===== src/rtl/acc2_pkg.sv =====
package acc2_pkg;
    localparam int SMP_W = 24;
    localparam int L1_W  = 40;
    localparam int L2_W  = 56;
    localparam int CNT_W = 16;

    typedef logic [CNT_W-1:0] cnt_t;

    typedef struct packed {
        cnt_t pre;
        cnt_t cyc;
    } limits_t;

    // Zero in a count register means a single step.
    function automatic cnt_t eff_count(input cnt_t raw);
        return (raw == '0) ? cnt_t'(1) : raw;
    endfunction
endpackage


===== src/rtl/acc2_limits.sv =====
module acc2_limits
    import acc2_pkg::*;
(
    input  logic    clk,
    input  logic    rst,
    input  logic    start,
    input  logic    busy,
    input  cnt_t    pre_raw,
    input  cnt_t    cyc_raw,
    output limits_t use_lim
);
    limits_t live;
    limits_t held;

    always_comb begin
        live.pre = eff_count(pre_raw);
        live.cyc = eff_count(cyc_raw);
    end

    always_ff @(posedge clk) begin
        if (rst) begin
            held.pre <= cnt_t'(1);
            held.cyc <= cnt_t'(1);
        end else if (start) begin
            held <= live;
        end
    end

    // While an interval runs the captured limits apply; otherwise the live ones do.
    assign use_lim = busy ? held : live;

    // captured limits are never zero
    a_r5_held_nonzero: assert property (@(posedge clk) disable iff (rst)
        (held.pre != '0) && (held.cyc != '0));
endmodule


===== src/rtl/acc2_counter.sv =====
module acc2_counter #(
    parameter int W = 16
) (
    input  logic         clk,
    input  logic         rst,
    input  logic         clr,
    input  logic         step,
    input  logic [W-1:0] lim,
    output logic         last
);
    logic [W-1:0] idx;

    assign last = (idx == lim - W'(1));

    always_ff @(posedge clk) begin
        if (rst || clr) begin
            idx <= '0;
        end else if (step) begin
            idx <= last ? '0 : idx + W'(1);
        end
    end

    // the position within the current group stays below its limit
    a_r1_idx_below_limit: assert property (@(posedge clk) disable iff (rst)
        idx < lim);
endmodule


===== src/rtl/acc2_stage.sv =====
module acc2_stage #(
    parameter int IN_W  = 24,
    parameter int OUT_W = 40
) (
    input  logic             clk,
    input  logic             rst,
    input  logic             clr,
    input  logic             add,
    input  logic             flush,
    input  logic [IN_W-1:0]  din,
    output logic [OUT_W-1:0] sum_next
);
    localparam int EXT_W = OUT_W - IN_W;

    logic [OUT_W-1:0] acc;
    logic [OUT_W-1:0] ext;

    assign ext      = {{EXT_W{din[IN_W-1]}}, din};
    assign sum_next = acc + ext;

    always_ff @(posedge clk) begin
        if (rst || clr) begin
            acc <= '0;
        end else if (add) begin
            acc <= flush ? '0 : sum_next;
        end
    end

    // a group boundary leaves the stage empty for the next sample
    a_r7_flush_empties: assert property (@(posedge clk) disable iff (rst)
        (add && flush && !clr) |=> (acc == '0));
endmodule


===== src/rtl/dual_stage_accum.sv =====
module dual_stage_accum
    import acc2_pkg::*;
#(
    parameter int SW = SMP_W,
    parameter int W1 = L1_W,
    parameter int W2 = L2_W,
    parameter int CW = CNT_W
) (
    input  logic          clk,
    input  logic          rst,
    input  logic          en,
    input  logic          smp_vld,
    input  logic [SW-1:0] smp_data,
    input  logic [CW-1:0] pre_cnt,
    input  logic [CW-1:0] cyc_cnt,
    output logic [W2-1:0] total,
    output logic          done,
    output logic          busy
);
    logic          take;
    logic          clr;
    logic          last1;
    logic          last2;
    logic          wrap1;
    logic          wrap2;
    limits_t       lim;
    logic [W1-1:0] part_next;
    logic [W2-1:0] tot_next;

    assign take  = en && smp_vld;
    assign clr   = !en;
    assign wrap1 = take && last1;
    assign wrap2 = wrap1 && last2;

    acc2_limits u_lim (
        .clk     (clk),
        .rst     (rst),
        .start   (take && !busy),
        .busy    (busy),
        .pre_raw (cnt_t'(pre_cnt)),
        .cyc_raw (cnt_t'(cyc_cnt)),
        .use_lim (lim)
    );

    acc2_counter #(.W(CW)) u_cnt_pre (
        .clk  (clk),
        .rst  (rst),
        .clr  (clr),
        .step (take),
        .lim  (lim.pre),
        .last (last1)
    );

    acc2_counter #(.W(CW)) u_cnt_cyc (
        .clk  (clk),
        .rst  (rst),
        .clr  (clr),
        .step (wrap1),
        .lim  (lim.cyc),
        .last (last2)
    );

    acc2_stage #(.IN_W(SW), .OUT_W(W1)) u_stage_pre (
        .clk      (clk),
        .rst      (rst),
        .clr      (clr),
        .add      (take),
        .flush    (wrap1),
        .din      (smp_data),
        .sum_next (part_next)
    );

    acc2_stage #(.IN_W(W1), .OUT_W(W2)) u_stage_cyc (
        .clk      (clk),
        .rst      (rst),
        .clr      (clr),
        .add      (wrap1),
        .flush    (wrap2),
        .din      (part_next),
        .sum_next (tot_next)
    );

    always_ff @(posedge clk) begin
        if (rst) begin
            total <= '0;
            done  <= 1'b0;
            busy  <= 1'b0;
        end else begin
            done <= wrap2;
            if (wrap2) begin
                total <= tot_next;
            end
            if (!en || wrap2) begin
                busy <= 1'b0;
            end else if (take) begin
                busy <= 1'b1;
            end
        end
    end

    // the held total moves only together with the completion pulse
    a_r3_total_moves_with_done: assert property (@(posedge clk) disable iff (rst)
        (total != $past(total)) |-> done);

    // completion always follows an accepted sample
    a_r2_done_after_sample: assert property (@(posedge clk) disable iff (rst)
        done |-> $past(take));

    // disabling drops busy and suppresses completion
    a_r8_disable_idles: assert property (@(posedge clk) disable iff (rst)
        !en |=> (!busy && !done));

    // an accepted sample leaves the block busy or just completed
    a_r9_busy_after_take: assert property (@(posedge clk) disable iff (rst)
        take |=> (busy || done));
endmodule


===== config.mk =====
export PLATFORM = sky130hd
export DESIGN_NAME = dual_stage_accum
export DESIGN_NICKNAME = d
export VERILOG_FILES = /design/src/rtl/acc2_pkg.sv /design/src/rtl/acc2_limits.sv /design/src/rtl/acc2_counter.sv /design/src/rtl/acc2_stage.sv /design/src/rtl/dual_stage_accum.sv
export SDC_FILE = /design/constraint.sdc
export NUM_CORES = 1
export LEC_CHECK = 0
export CAP_MARGIN = 20
export CORE_MARGIN = 3
export CORE_UTILIZATION = 40
export CTS_CLUSTER_DIAMETER = 40
export CTS_CLUSTER_SIZE = 28
export DETAILED_ROUTE_END_ITERATION = 6
export SYNTH_ARGS = -nofsm -noshare
export SYNTH_HDL_FRONTEND = slang
export SYNTH_SLANG_ARGS = --single-unit

===== constraint.sdc =====
create_clock -name clk -period 6.63 [get_ports clk]
set_clock_uncertainty 0.05 [all_clocks]
set_input_delay 0.9945 -clock clk [delete_from_list [all_inputs] [get_ports clk]]
set_output_delay 0.9945 -clock clk [all_outputs]
set_load 0.05 [all_outputs]

# Word level (Yosys, flattened, before mapping)
# Index checks and enable logic that the tools add are counted.
# Widths: inputs -> output; s select.
# totals
elab_cells	35
input_bits	60
regBits	218
output_inout_bits	58
# op_classes
eq_ne	2
add_sub_neg	6
n_reduce_logical	11
n_mux	7
# ops
op	count
$mux 16	4
$add 56x56->56	1
$mux 56	1
$add 40x40->40	1
$mux 40	1
$add 16x1->16 const B	2
$eq 16x16->1	2
$logic_not 16->1	2
$mux 32	1
$sub 16x1->16 const B	2
$logic_and 1x1->1	4
$logic_not 1->1	2
$logic_or 1x1->1	2
$reduce_or 2->1	1

# Depth between registers and ports, before layout
# depth
word_depth	9
mapped_depth	28

# Hierarchy
# Synthesis repeated with hierarchy kept, for this count alone.
# hier_totals
hier_cells	1850
area_unflattened_um2	15690.0
# by_module_without_submodules
module	cells_each	area_per_inst_um2	instances	seq_area_each_um2
acc2_stage at u_stage_cyc	662	5146.2	1	1121.1
acc2_stage at u_stage_pre	437	3559.7	1	800.8
acc2_counter	171	1328.8	2	320.3
dual_stage_accum	253	2583.7	1	1161.1
acc2_limits	156	1742.9	1	640.6

# Least setup slack after synthesis
# Ideal clock, no wire load.
# synth_path
kind	input -> register
from	in smp_data[4]
to	reg total[55]
cell_stages	24
path_slack_ns	0.378
required_ns	6.448
arrival_ns	6.070
path_cell_list	ha_1 o211ai_1 o21ai_0 o21ai_0 o211a_1 o21ai_0 a21boi_0 o21ai_0 a311oi_1 xor2_1 ha_1 clkbuf_1 a21o_1 a21o_1 a21o_1 a21oi_1 o21ai_0 nand2_1 nand2_1 a311oi_1 xnor3_1 xor2_1 nand2_1 a21oi_1
# synth_via
elab_chain_cells	2
# synth_lines
element	line	source
start: declaration	dual_stage_accum.sv:13	input logic [SW-1:0] smp_data,
$add 40x40->40	acc2_stage.sv:19	assign sum_next = acc + ext;
$add 56x56->56	acc2_stage.sv:19	
end signal: assignment	dual_stage_accum.sv:91	total <= tot_next;
end: declaration	dual_stage_accum.sv:16	output logic [W2-1:0] total,
# Every way passes these cells.
# A chain may end at the register's enable or synchronous reset.

# Worst setup path after layout
# layout_path
from	in smp_data[0]
to	reg total[54]
# The elaborated chain is that of the path after synthesis.

==> summary.txt <==
Critical path
  • Reg2reg start: u_stage_pre.acc[0]
  • Worst Setup Start Kind: primary input
  • Crit Path Class: primary input to flop
  • CP startpoint: smp_data[0]
  • Delay of the slowest critical-path stage: 0.62 ns
  • Crit-path slowest cell: or4b_2
  • Arrival time worst endpoint: 6.69 ns
  • Worst path top cell family by delay: compound AO/OA/AOI/OAI gates
  • Worst path bufs/invs: 5
  • Most frequent CP cell: buf_4
  • CP endpoint kind: flop
  • R2R setup slack: 0.87 ns
  • Crit-path max FO: 3
  • CP required: 7.03 ns

Synthesis
  • Seq/Total Area, Yosys: 0.303
  • Average size of a mapped cell: 7.80 um2
  • EDFF count, synth: 0
  • Synth Instances: 1844
  • Mapped Nets: 2008
  • Prevailing post-synth register cell: dfxtp_1
  • Yosys cell types: 73
  • Post-Syn Area: 14400 um2
  • FF+latch count, synth: 218
  • FFs w/ async S/R, synth: 0
  • YS warnings: 0

STA
  • Tmin final: 6.29 ns
  • Slew @ Worst Pin: 0.948 ns
  • Final Max Tran Viols: 0
  • Final TNS setup: 0 ns
  • Normalized max-slew margin: 0.368
  • Final Hold Violating Endpoints: 0
  • FMAX: 0.159 GHz
  • Final setup fails: 0
  • Tcrit/Tclk final: 0.949

Floorplan
  • Die ar.: 38300 um2
  • Core Area: 35000 um2
  • Die width: 196 um
  • FP Rows: 68
  • Io pins: 118
  • Die H: 196 um
  • Initial core utilization: 0.411

Finish
  • Area grow syn2layout: 31.2%
  • Final Util: 0.540
  • Diode count: 0
  • Fillers: 3259
  • # nets final: 2285
  • Share of layout cells above drive strength 1: 0.155

Place
  • PortBufs: 117
  • Placer Congestion: 0.889
  • HPWL reported at the end of detailed placement: 32400 um

Clocking
  • Root buf cell: clkbuf_16
  • CTS max path bufs: 3
  • Clk_lat worst skew: 0.57 ns
  • Total CTS buffers: 40
  • H-tree Lvls: 2
  • TritonCTS clock tree: done
  • Number of post-CTS setup repair buffers: 0
  • Clock slew seen by the registers of the worst setup and hold paths: 0.05 ns
  • Clock sinks: 218

Drt
  • DRT Pass-1 Iters: 5
  • Wire per inst: 17.0 um
  • Detail Route Antenna Nets: 0
  • Avg Vias per Cell: 5.46
  • Drt drc: 0
  • Iter 0 DRT Violations: 783
  • Via Count: 14224
  • WL final: 44300 um

Global route
  • Pin count of the biggest net entering global routing: 54
  • Initial antenna violation count: 0
  • GRT Total Usage: 0.227
  • Vias in the first global route: 14145
  • GRT overflow: 0
  • First-pass GRT wire length: 71900 um

Run
  • Max-Cap Viols: 0

Power
  • Static Leak: 7.81 nW
  • Pwr Density: 213 nW/um2
  • IR drop worst, VDD: 0.234 mV

Worst hold path
  • Worst Hold Class: flop to flop
  • Hold_sp: total[9]

Status
  • Outcome: complete, no violations
## final timing paths
path | end | cells after the start
setup / recovery | total[54] | 25
hold / removal | total[9] | 2
setup reg to reg | total[54] | 24
hold reg to reg | total[9] | 2
## state kept, by name, summed over array words and instances (netlist names)
| name | flops |
|---|---|
| u_stage_pre.acc | 40 |
| busy | 1 |
| u_cnt_pre.idx | 16 |
| u_lim.held | 32 |
| done | 1 |
| u_cnt_cyc.idx | 16 |
| u_stage_cyc.acc | 56 |
| total | 56 |
## cells in the mapped netlist, types with 34 or more instances
| master | count | area, um2 |
|---|---|---|
| nor2_1 | 149 | 559 |
| nand2_1 | 298 | 1120 |
| xor2_1 | 58 | 508 |
| clkbuf_1 | 78 | 293 |
| a21o_1 | 58 | 435 |
| nand3_1 | 53 | 265 |
| o21ai_0 | 64 | 320 |
| ha_1 | 102 | 1280 |
| a21oi_1 | 208 | 1040 |
| dfxtp_1 | 218 | 4360 |
| mux2i_1 | 35 | 350 |
| xnor2_1 | 97 | 850 |
| nor3_1 | 34 | 170 |
| a22oi_1 | 54 | 405 |
## final cells by class
type                    count  area [um2]  share of cell area
repair buffers            331        2800               0.148
flip-flops and latches    218        4370               0.231
clock inverters            25         330              0.0175
inverters                  25        93.8             0.00497
well taps                 455         569              0.0302
clock buffers              47        1050              0.0555
multi-input cells        1505        9670               0.512
## placed cells by master, fill, tap and decap left out, types with 10 or more instances in the layout
master           instances
o21bai_1                10
xnor2_1                 95
ha_1                   101
a31oi_1                 10
and3_1                  25
dfxtp_1                217
clkbuf_16               40
inv_1                   25
or3_1                   10
a211oi_1                11
buf_4                  213
nor3b_1                 15
a21oi_1                207
o21ai_0                 53
nor2b_1                 19
a21o_1                  58
nand3_1                 52
clkdlybuf4s50_1        116
nand4_1                 23
o21a_1                  11
nor3_1                  33
o211ai_1                18
mux2i_1                 35
a22oi_1                 54
xor2_1                  58
nand2_1                297
nor2_1                 148
nand2b_1                11
## worst reg2reg max path, delay by kind of cell (launching register included)
family / cells / cell delay (ns)
buf+inv: 4 / 0.54
fa+ha+maj: 3 / 0.68
xor+xnor: 1 / 0.14
flops: 1 / 0.31
compound gates: 11 / 2.60
simple gates: 5 / 1.34
## cell families (layout without fill, tap and decap cells)
kind of cell,count (synthesis),after routing,synth area share
simple gates,690,690,0.222
mux,38,38,0.0267
fa+ha+maj,104,104,0.0915
flops,218,218,0.303
buf+inv,121,428,0.0329
compound gates,517,517,0.228
xor+xnor,156,156,0.0959
## stage by stage
| step | total power, mW | hold slack [ns] | cells | cell area, um2 | setup WS [ns] |
|---|---|---|---|---|---|
| 4_1_cts | 4.06 | 0.400 | 2606 | 18800 | 0.169 |
| 2_1_floorplan | 1.70 | 0.372 | 1844 | 14400 | 0.378 |
| 3_5_place_dp | 1.93 | 0.394 | 2534 | 17400 | -0.389 |
| 6_report | 4.02 | 0.396 | 2606 | 18900 | 0.336 |
| 5_1_grt | 4.18 | 0.425 | 2606 | 18900 | -0.0347 |
| 3_3_place_gp | 1.92 | 0.391 | 2534 | 17400 | -0.320 |
## report_power, final
group	total [mW]	switching, mW	internal [mW]	leakage [nW]
Clock	2.11	0.764	1.35	0.671
Sequential	1.34	0.0137	1.33	1.76
Combinational	0.568	0.310	0.258	5.38
## layer usage
metal | track usage | part of all wire | up-vias
met5 | 0 | 0 | -
met4 | 0.0908 | 0.034 | 0
met3 | 0.0340 | 0.045 | 94
met2 | 0.383 | 0.47 | 314
met1 | 0.290 | 0.46 | 6668
li1 | - | - | 7148
## repair_timing
item / 4_1_cts / 5_1_grt
gates resized for setup: 0 / 32
hold buffers: 0 / 0
endpoints found under the setup margin: 0 / 28
Note: power is estimated with default switching activity, not from simulation.
